--- config.mk ---
export PLATFORM = sky130hd
export DESIGN_NAME = spi_fifo_master
export DESIGN_NICKNAME = d
export VERILOG_FILES = /design/src/rtl/spi_fifo_pkg.sv /design/src/rtl/spi_word_fifo.sv /design/src/rtl/spi_shift_engine.sv /design/src/rtl/spi_fifo_master.sv
export SDC_FILE = /design/constraint.sdc
export NUM_CORES = 1
export LEC_CHECK = 0
export ABC_AREA = 1
export BUFFER_PORTS_ARGS = -buffer_cell sky130_fd_sc_hd__buf_2
export CORE_AREA = 2 2 208 210
export DETAILED_ROUTE_END_ITERATION = 8
export DIE_AREA = 0 0 210 212
export PLACE_DENSITY = 0.7
export SLEW_MARGIN = 20
export SYNTH_ARGS = -nofsm -noshare
export SYNTH_HDL_FRONTEND = slang
export SYNTH_SLANG_ARGS = --single-unit
--- constraint.sdc ---
create_clock -name clk -period 3.6 [get_ports clk]
set_input_delay 0.72 -clock clk [delete_from_list [all_inputs] [get_ports clk]]
set_output_delay 0.72 -clock clk [all_outputs]
set_load 0.01 [all_outputs]
--- src/rtl/spi_fifo_pkg.sv ---
package spi_fifo_pkg;

    localparam int WORD_W = 16;
    localparam int SIZE_W = $clog2(WORD_W);

    // register word indices (byte address / 4)
    localparam logic [9:0] IDX_CTRL0  = 10'h000;
    localparam logic [9:0] IDX_CTRL1  = 10'h001;
    localparam logic [9:0] IDX_DATA   = 10'h002;
    localparam logic [9:0] IDX_STAT   = 10'h003;
    localparam logic [9:0] IDX_PRESC  = 10'h004;
    localparam logic [9:0] IDX_IMASK  = 10'h005;
    localparam logic [9:0] IDX_RAW    = 10'h006;
    localparam logic [9:0] IDX_MASKED = 10'h007;
    localparam logic [9:0] IDX_DMA    = 10'h008;

    typedef struct packed {
        logic busy;
        logic rx_full;
        logic rx_nempty;
        logic tx_nfull;
        logic tx_empty;
    } stat_t;

    typedef struct packed {
        logic sdo_off;
        logic slave;
        logic enable;
        logic loop;
    } ctrl1_t;

    typedef enum logic [1:0] {
        ENG_IDLE,
        ENG_LOW,
        ENG_HIGH
    } eng_state_e;

    function automatic logic [WORD_W-1:0] size_mask(input logic [SIZE_W-1:0] sz);
        logic [WORD_W:0] t;
        t = ((WORD_W+1)'(1) << ({1'b0, sz} + (SIZE_W+1)'(1))) - (WORD_W+1)'(1);
        return t[WORD_W-1:0];
    endfunction

    function automatic logic [7:0] id_byte(input logic [2:0] idx);
        logic [7:0] step;
        step = 8'({5'd0, idx} * 8'h1D);
        return step ^ 8'h53;
    endfunction

endpackage

--- src/rtl/spi_word_fifo.sv ---
module spi_word_fifo #(
    parameter int W     = 16,
    parameter int DEPTH = 8
) (
    input  logic                       clk,
    input  logic                       rst,
    input  logic                       push,
    input  logic [W-1:0]               din,
    input  logic                       pop,
    output logic [W-1:0]               dout,
    output logic [$clog2(DEPTH+1)-1:0] count,
    output logic                       empty,
    output logic                       full
);
    localparam int PW = $clog2(DEPTH);
    localparam int CW = $clog2(DEPTH+1);

    logic [W-1:0]  mem [DEPTH];
    logic [PW-1:0] wr_ptr, rd_ptr;
    logic          do_push, do_pop;

    assign empty   = (count == '0);
    assign full    = (count == CW'(DEPTH));
    assign do_push = push && !full;
    assign do_pop  = pop && !empty;
    assign dout    = mem[rd_ptr];

    function automatic logic [PW-1:0] nxt(input logic [PW-1:0] p);
        return (p == PW'(DEPTH-1)) ? '0 : p + PW'(1);
    endfunction

    always_ff @(posedge clk) begin
        if (do_push) mem[wr_ptr] <= din;
    end

    always_ff @(posedge clk) begin
        if (rst) begin
            wr_ptr <= '0;
            rd_ptr <= '0;
            count  <= '0;
        end else begin
            if (do_push) wr_ptr <= nxt(wr_ptr);
            if (do_pop)  rd_ptr <= nxt(rd_ptr);
            case ({do_push, do_pop})
                2'b10:   count <= count + CW'(1);
                2'b01:   count <= count - CW'(1);
                default: count <= count;
            endcase
        end
    end

    // a push into a full queue with no pop leaves the count alone
    p_full_drop_r3: assert property (@(posedge clk) disable iff (rst)
        (full && push && !pop) |=> (count == CW'(DEPTH)));

    // popping an empty queue keeps it empty
    p_empty_pop_r4: assert property (@(posedge clk) disable iff (rst)
        (empty && pop && !push) |=> empty);

endmodule

--- src/rtl/spi_shift_engine.sv ---
module spi_shift_engine import spi_fifo_pkg::*; #(
    parameter int W     = WORD_W,
    parameter int PRE_W = 8
) (
    input  logic                 clk,
    input  logic                 rst,
    input  logic                 start,
    input  logic [W-1:0]         tx_word,
    input  logic [$clog2(W)-1:0] nbits_m1,
    input  logic [PRE_W-1:0]     half,
    input  logic                 miso,
    output logic                 busy,
    output logic                 done,
    output logic [W-1:0]         rx_word,
    output logic                 sclk,
    output logic                 cs_n,
    output logic                 mosi
);
    localparam int BW = $clog2(W);

    eng_state_e       state;
    logic [PRE_W-1:0] cnt, half_q;
    logic [BW-1:0]    bits_left;
    logic [W-1:0]     tx_sh, rx_sh;
    logic             phase_end;

    assign phase_end = (cnt == '0);
    assign busy      = (state != ENG_IDLE);
    assign done      = (state == ENG_HIGH) && phase_end && (bits_left == '0);
    assign rx_word   = rx_sh;
    assign mosi      = busy ? tx_sh[W-1] : 1'b0;

    always_ff @(posedge clk) begin
        if (rst) begin
            state     <= ENG_IDLE;
            cnt       <= '0;
            half_q    <= '0;
            bits_left <= '0;
            tx_sh     <= '0;
            rx_sh     <= '0;
            sclk      <= 1'b0;
            cs_n      <= 1'b1;
        end else begin
            case (state)
                ENG_IDLE: begin
                    if (start) begin
                        state     <= ENG_LOW;
                        cs_n      <= 1'b0;
                        sclk      <= 1'b0;
                        half_q    <= half;
                        cnt       <= half - PRE_W'(1);
                        bits_left <= nbits_m1;
                        tx_sh     <= tx_word << (BW'(W-1) - nbits_m1);
                        rx_sh     <= '0;
                    end
                end
                ENG_LOW: begin
                    if (phase_end) begin
                        sclk  <= 1'b1;
                        rx_sh <= {rx_sh[W-2:0], miso};
                        cnt   <= half_q - PRE_W'(1);
                        state <= ENG_HIGH;
                    end else begin
                        cnt <= cnt - PRE_W'(1);
                    end
                end
                ENG_HIGH: begin
                    if (phase_end) begin
                        sclk <= 1'b0;
                        if (bits_left == '0) begin
                            state <= ENG_IDLE;
                            cs_n  <= 1'b1;
                        end else begin
                            bits_left <= bits_left - BW'(1);
                            tx_sh     <= tx_sh << 1;
                            cnt       <= half_q - PRE_W'(1);
                            state     <= ENG_LOW;
                        end
                    end else begin
                        cnt <= cnt - PRE_W'(1);
                    end
                end
                default: state <= ENG_IDLE;
            endcase
        end
    end

    // the serial clock only toggles inside a chip-select window
    p_sclk_idle_r7: assert property (@(posedge clk) disable iff (rst)
        cs_n |-> !sclk);

    // every rising serial clock falls inside a selected word
    p_rise_in_frame_r7: assert property (@(posedge clk) disable iff (rst)
        $rose(sclk) |-> !cs_n);

    // output data holds still while the serial clock is high
    p_mosi_hold_r7: assert property (@(posedge clk) disable iff (rst)
        (sclk && $past(sclk)) |-> $stable(mosi));

endmodule

--- src/rtl/spi_fifo_master.sv ---
module spi_fifo_master import spi_fifo_pkg::*; #(
    parameter int DEPTH = 8,
    parameter int PRE_W = 8
) (
    input  logic        clk,
    input  logic        rst,
    input  logic        bus_sel,
    input  logic        bus_wr,
    input  logic [11:0] bus_addr,
    input  logic [31:0] bus_wdata,
    output logic [31:0] bus_rdata,
    output logic        irq,
    output logic        sclk,
    output logic        cs_n,
    output logic        mosi,
    input  logic        miso
);
    localparam int CW       = $clog2(DEPTH+1);
    localparam int HALF_LVL = DEPTH / 2;

    logic [31:0]       ctrl0;
    ctrl1_t            ctrl1;
    logic [PRE_W-1:0]  presc;
    logic [3:0]        imask;

    logic [9:0]        widx;
    logic              aligned, is_id;
    logic              wr_acc, rd_acc;
    logic [WORD_W-1:0] wmask;

    logic [WORD_W-1:0] tx_dout, rx_dout, rx_din, eng_rx;
    logic [CW-1:0]     tx_count, rx_count;
    logic              tx_empty, tx_full, rx_empty, rx_full;
    logic              tx_push, rx_push, rx_pop;
    logic              xfer_go, loop_go, eng_start, eng_busy, eng_done;
    logic [PRE_W-1:0]  half;
    logic [3:0]        raw, masked;
    stat_t             stat;
    logic [31:0]       rd_val;

    assign widx    = bus_addr[11:2];
    assign aligned = (bus_addr[1:0] == 2'b00);
    assign is_id   = aligned && (bus_addr[11:5] == 7'h7F);
    assign wr_acc  = bus_sel && bus_wr && aligned;
    assign rd_acc  = bus_sel && !bus_wr;
    assign wmask   = size_mask(ctrl0[SIZE_W-1:0]);
    assign half    = (presc == '0) ? PRE_W'(2) : presc;

    // ---------------- control registers ----------------
    always_ff @(posedge clk) begin
        if (rst) begin
            ctrl0 <= '0;
            ctrl1 <= '0;
            presc <= '0;
            imask <= '0;
        end else if (wr_acc) begin
            case (widx)
                IDX_CTRL0: ctrl0 <= bus_wdata;
                IDX_CTRL1: ctrl1 <= ctrl1_t'(bus_wdata[3:0]);
                IDX_PRESC: presc <= bus_wdata[PRE_W-1:0];
                IDX_IMASK: imask <= bus_wdata[3:0];
                default: ;
            endcase
        end
    end

    // ---------------- queues ----------------
    assign tx_push = wr_acc && (widx == IDX_DATA);
    assign rx_pop  = rd_acc && aligned && (widx == IDX_DATA) && !rx_empty;

    assign xfer_go   = ctrl1.enable && !ctrl1.slave && !tx_empty && !rx_full && !eng_busy;
    assign loop_go   = xfer_go && ctrl1.loop;
    assign eng_start = xfer_go && !ctrl1.loop;
    assign rx_push   = loop_go || eng_done;
    assign rx_din    = (loop_go ? tx_dout : eng_rx) & wmask;

    spi_word_fifo #(.W(WORD_W), .DEPTH(DEPTH)) u_txq (
        .clk(clk), .rst(rst),
        .push(tx_push), .din(bus_wdata[WORD_W-1:0] & wmask),
        .pop(xfer_go), .dout(tx_dout),
        .count(tx_count), .empty(tx_empty), .full(tx_full)
    );

    spi_word_fifo #(.W(WORD_W), .DEPTH(DEPTH)) u_rxq (
        .clk(clk), .rst(rst),
        .push(rx_push), .din(rx_din),
        .pop(rx_pop), .dout(rx_dout),
        .count(rx_count), .empty(rx_empty), .full(rx_full)
    );

    // ---------------- serial engine ----------------
    spi_shift_engine #(.W(WORD_W), .PRE_W(PRE_W)) u_eng (
        .clk(clk), .rst(rst),
        .start(eng_start), .tx_word(tx_dout),
        .nbits_m1(ctrl0[SIZE_W-1:0]), .half(half),
        .miso(miso), .busy(eng_busy), .done(eng_done), .rx_word(eng_rx),
        .sclk(sclk), .cs_n(cs_n), .mosi(mosi)
    );

    // ---------------- status and interrupts ----------------
    assign stat.tx_empty  = tx_empty;
    assign stat.tx_nfull  = !tx_full;
    assign stat.rx_nempty = !rx_empty;
    assign stat.rx_full   = rx_full;
    assign stat.busy      = !tx_empty || eng_busy;

    assign raw    = {(tx_count <= CW'(HALF_LVL)), (rx_count >= CW'(HALF_LVL)), 2'b00};
    assign masked = raw & imask;
    assign irq    = |masked;

    // ---------------- read path ----------------
    always_comb begin
        rd_val = '0;
        if (is_id) begin
            rd_val = {24'd0, id_byte(bus_addr[4:2])};
        end else if (aligned) begin
            case (widx)
                IDX_CTRL0:  rd_val = ctrl0;
                IDX_CTRL1:  rd_val = {28'd0, ctrl1};
                IDX_DATA:   rd_val = rx_empty ? 32'd0 : {{(32-WORD_W){1'b0}}, rx_dout};
                IDX_STAT:   rd_val = {27'd0, stat};
                IDX_PRESC:  rd_val = {{(32-PRE_W){1'b0}}, presc};
                IDX_IMASK:  rd_val = {28'd0, imask};
                IDX_RAW:    rd_val = {28'd0, raw};
                IDX_MASKED: rd_val = {28'd0, masked};
                default:    rd_val = '0;
            endcase
        end
    end

    always_ff @(posedge clk) begin
        if (rst)         bus_rdata <= '0;
        else if (rd_acc) bus_rdata <= rd_val;
    end

    // a finished serial word always finds room in the receive queue
    p_no_rx_overrun_r5: assert property (@(posedge clk) disable iff (rst)
        eng_done |-> !rx_full);

    // nothing leaves the transmit queue while the port is off
    p_off_holds_r5: assert property (@(posedge clk) disable iff (rst)
        (!ctrl1.enable && !tx_empty && !tx_push) |=> (tx_count == $past(tx_count)));

    // slave setting keeps the chip select high
    p_slave_idle_r12: assert property (@(posedge clk) disable iff (rst)
        (ctrl1.slave && ctrl1.enable && !eng_busy) |=> cs_n);

    // receive level with its mask bit raises the line
    p_irq_rx_r9: assert property (@(posedge clk) disable iff (rst)
        ((rx_count >= CW'(HALF_LVL)) && imask[2]) |-> irq);

    // loopback traffic never drives the chip select
    p_loop_pins_r6: assert property (@(posedge clk) disable iff (rst)
        (ctrl1.loop && !eng_busy) |=> cs_n);

endmodule

==> results.py <==
metrics = {
    "outcome": {
        "status": "completed",
    },
    "clock_network": {
        "number_of_sinks_on_the_clock_net": 418,
        "worstSkewPairLatency_ns": 0.57,
        "tritoncts": "done",
        "clk_transition_reported_paths_ns": 0.07,
        "hold_buffers": 0,
        "clock_path_buffers": 3,
        "root_buffer": "sky130_fd_sc_hd__clkbuf_16",
        "numCtsBuffers": 43,
        "cts_repair_resize_count": 0,
        "htreeDepth": 2,
        "post_cts_buffers": 0,
    },
    "cells_and_area": {
        "area_growth_pct": 13.13,
        "antenna-diode-count": 0,
        "layout_common_cells": "sky130_fd_sc_hd__nand2_1, sky130_fd_sc_hd__edfxtp_1, sky130_fd_sc_hd__nor2_1, sky130_fd_sc_hd__nand3_1, sky130_fd_sc_hd__inv_1",
        "finalNetCount": 2259,
        "layout_commonest_cell": "sky130_fd_sc_hd__nand2_1",
        "post_layout_nonfiller_instances": 2753,
        "layout_cell_share_with_drive_strength_beyond_1": 0.1083,
    },
    "critical_path": {
        "timing.critical_path.slowest_stage_cell": "sky130_fd_sc_hd__nor3_4",
        "worstPathCellList": "inv_1 -> ha_1 -> nand3_1 -> nor3_4 -> inv_2 -> nor2_4 -> inv_2 -> nand2_2 -> inv_2 -> ha_1 -> nand2_1 -> inv_1 -> nor2_1 -> ha_1 -> a21oi_1 -> xor2_1 -> o21ai_0 -> inv_1",
        "setup.worst_path.end_class": "flop",
        "timing.critical_path.slowest_cell_delay_ns": 0.39,
        "crit_path_start_kind": "flop",
        "worst-r2r-cell-count": 18,
        "worst_setup_path_type": "reg2reg",
        "critical_path.startpoint": "u_eng.state[0]",
        "cp.required_ns": 4.05,
        "crit-reg2reg-launch": "u_eng.state[0]",
        "critPathCapture": "u_rxq.count[2]",
        "reg2reg_to": "u_rxq.count[2]",
        "r2r_slack_ns": 0.55,
        "maximum_fanout_encountered_on_the_critical_timing_path": 15,
        "cp.arrival_ns": 3.50,
    },
    "yosys": {
        "yosys_most_used_dff": "sky130_fd_sc_hd__edfxtp_1",
        "syn-cell-area_um2": 18830,
        "postSynthRegisterBits": 418,
        "synth_sequential_area_ratio": 0.5806,
        "synth_fp_nets": 2183,
        "yosys_warnings": 0,
        "async_flop_share": 0,
        "synthDistinctLibCells": 48,
        "synth-edff-count": 256,
        "syn-instance-count": 2097,
        "post_synth.cell_area_avg_um2": 8.978,
    },
    "timing": {
        "fmax_mhz": 328.1,
        "timing.final.setup_violations": 0,
        "timing.final.max_slew_violations": 0,
        "finalCritPeriodShare": 0.8465,
        "unrepaired_setup_endpoints_after_global_routing": "false",
        "timing_worst_slew_pin_value_ns": 1.075,
        "hold_violations": 0,
        "final.min_clock_period_ns": 3.047,
        "final.setup.tns_ns": 0,
        "finClkSkew_ns": 0.03400,
        "timing.hold.ws_ns": 0.4252,
        "maxSlewHeadroom": 0.2832,
    },
    "place": {
        "detailed_place_hpwl_um": 32130,
        "port_buffers": 84,
        "finalWeightedCongestion": 0.9399,
        "post-place-cells": 2674,
    },
    "global_routing": {
        "grt_pass1_vias": 14293,
        "grt_antenna_before_repair": 0,
        "grt_util_all_layers": 0.2176,
        "grt_first_pass_wirelength_um": 76850,
        "global_route.overflow_total": 0,
        "grt_start_max_net_pins": 96,
    },
    "detailed_routing": {
        "drt-vias-per-instance": 5.474,
        "vias_after_detailed_routing": 15071,
        "dr.pass1.iters": 6,
        "route.detailed.drc": 0,
        "post_drt_wl_per_cell_um": 17.83,
        "detail-route-antenna-nets": 0,
        "drt-initial-drc-count": 1605,
        "detail_route.wirelength_um": 49090,
    },
    "worst_hold_path": {
        "min-delay-path-class": "in2reg",
    },
    "run": {
        "maxCapViolations": 0,
    },
    "pwr": {
        "power_leakage_uw": 0.008244,
        "power_density_nw_per_um2": 500.7,
        "irDropWorstVdd_uv": 335.8,
    },
    "die": {
        "ioPinCount": 85,
        "initial_utilization": 0.4429,
        "placementRows": 76,
        "fp.coreArea_um2": 42510,
        "chipWidth_um": 210,
        "die_area_um2": 44520,
        "die_h_um": 212,
    },
}
-- report_power, final --
part	switching, uW	internal (uW)	leakage (uW)
Combinational	792	351	0.00396
Clock	1900	2440	0.000673
Sequential	50.8	5130	0.00361
Total	2750	7920	0.00824
-- worst min-delay path by stage --
stage | startpoint | to | slack [ns] | depth (start not counted)
finish | bus_wdata[27] | ctrl0[27] | 0.43 | 3
detailed placement | imask[0] | imask[0] | 0.45 | 2
floorplan | imask[0] | imask[0] | 0.43 | 2
global route | bus_wdata[30] | ctrl0[30] | 0.43 | 3
global placement | ctrl0[7] | ctrl0[7] | 0.44 | 2
CTS | bus_wdata[27] | ctrl0[27] | 0.41 | 3
-- routing by layer --
metal | up-vias | global-route usage | routed length (um)
li1 | 7267 | - | -
met1 | 7058 | 0.2932 | 20800
met2 | 637 | 0.3559 | 22900
met3 | 109 | 0.03353 | 3626
met4 | 0 | 0.08364 | 1770
met5 | - | 0 | 0
-- logic make-up (layout without fill, tap and decap cells) --
family	after synthesis	in the layout	share of synthesized area
other	1	1	0.0001992
xor gates and xnor gates	8	8	0.003722
AOI/OAI and AO/OA	442	442	0.1275
DFF	418	418	0.5806
adders and majority gates	37	37	0.02619
and+or+nand+nor	888	888	0.1974
buffers and inverters	303	413	0.06440
-- area by class of cell --
cell class | count | area [um^2]
fillers | 3811 | 21210
flip-flops and latches | 418 | 10930
multi-input cells | 1376 | 6729
clock buffers | 56 | 1186
repair buffers | 135 | 818.3
inverters | 199 | 747.0
well taps | 546 | 683.2
clock inverters | 23 | 202.7
-- sequential cells by signal, summed over array words and instances, names as in the netlist, named ones only --
name	flops
u_eng.tx_sh	16
u_eng.rx_word	16
u_rxq.rd_ptr	3
u_eng.half_q	8
u_txq.rd_ptr	3
bus_rdata	32
imask	4
u_eng.sclk	1
u_txq.mem	128
ctrl1	4
ctrl0	32
u_rxq.mem	128
presc	8
u_eng.bits_left	4
u_rxq.count	4
u_eng.cnt	8
u_txq.count	4
u_txq.wr_ptr	3
u_eng.cs_n	1
u_rxq.wr_ptr	3
u_eng.state	2
-- worst max-delay path, delay by kind of cell, from the launching register on --
family          cells  cell delay [ns]
simple gates        6             1.00
fa+ha+maj           3             0.69
buf+inv             6             0.53
flops               1             0.34
compound gates      2             0.21
xor+xnor            1             0.16
-- Yosys cell counts (4+ instances only) --
cell / number / area (um^2)
sky130_fd_sc_hd__nand4_1: 4 / 25.02
sky130_fd_sc_hd__fa_1: 4 / 80.08
sky130_fd_sc_hd__ha_1: 33 / 412.9
sky130_fd_sc_hd__buf_1: 8 / 30.03
sky130_fd_sc_hd__o22ai_1: 40 / 250.2
sky130_fd_sc_hd__a211oi_1: 8 / 60.06
sky130_fd_sc_hd__xnor2_1: 5 / 43.79
sky130_fd_sc_hd__clkbuf_1: 63 / 236.5
sky130_fd_sc_hd__a31oi_1: 8 / 50.05
sky130_fd_sc_hd__and2_1: 4 / 25.02
sky130_fd_sc_hd__nor3_1: 21 / 105.1
sky130_fd_sc_hd__buf_2: 24 / 120.1
sky130_fd_sc_hd__a221oi_1: 8 / 70.07
sky130_fd_sc_hd__nor2_1: 227 / 852.1
sky130_fd_sc_hd__nor2_2: 4 / 25.02
sky130_fd_sc_hd__nand2_1: 421 / 1580
sky130_fd_sc_hd__a21oi_1: 171 / 855.8
sky130_fd_sc_hd__buf_4: 6 / 45.04
sky130_fd_sc_hd__nor3_2: 4 / 40.04
sky130_fd_sc_hd__o21ai_0: 181 / 905.9
sky130_fd_sc_hd__o221ai_1: 4 / 35.03
sky130_fd_sc_hd__o31ai_1: 5 / 37.54
sky130_fd_sc_hd__edfxtp_1: 256 / 7687
sky130_fd_sc_hd__inv_1: 187 / 701.9
sky130_fd_sc_hd__nand3_1: 192 / 960.9
sky130_fd_sc_hd__clkinv_1: 4 / 15.01
sky130_fd_sc_hd__inv_2: 8 / 30.03
sky130_fd_sc_hd__dfxtp_1: 162 / 3243
-- per-stage QoR --
stage	total power, uW	worst slack, ns	utilization	cell area [um^2]
floorplan	6118	0.2373	-	18830
global route	11060	0.2999	0.5011	21300
finish	10660	0.5525	0.5011	21300
CTS	10720	0.5748	0.5011	21300
detailed placement	6403	0.1132	0.4684	19910
global placement	6364	0.1796	0.4684	19910
(Power assumes the default switching activity.)
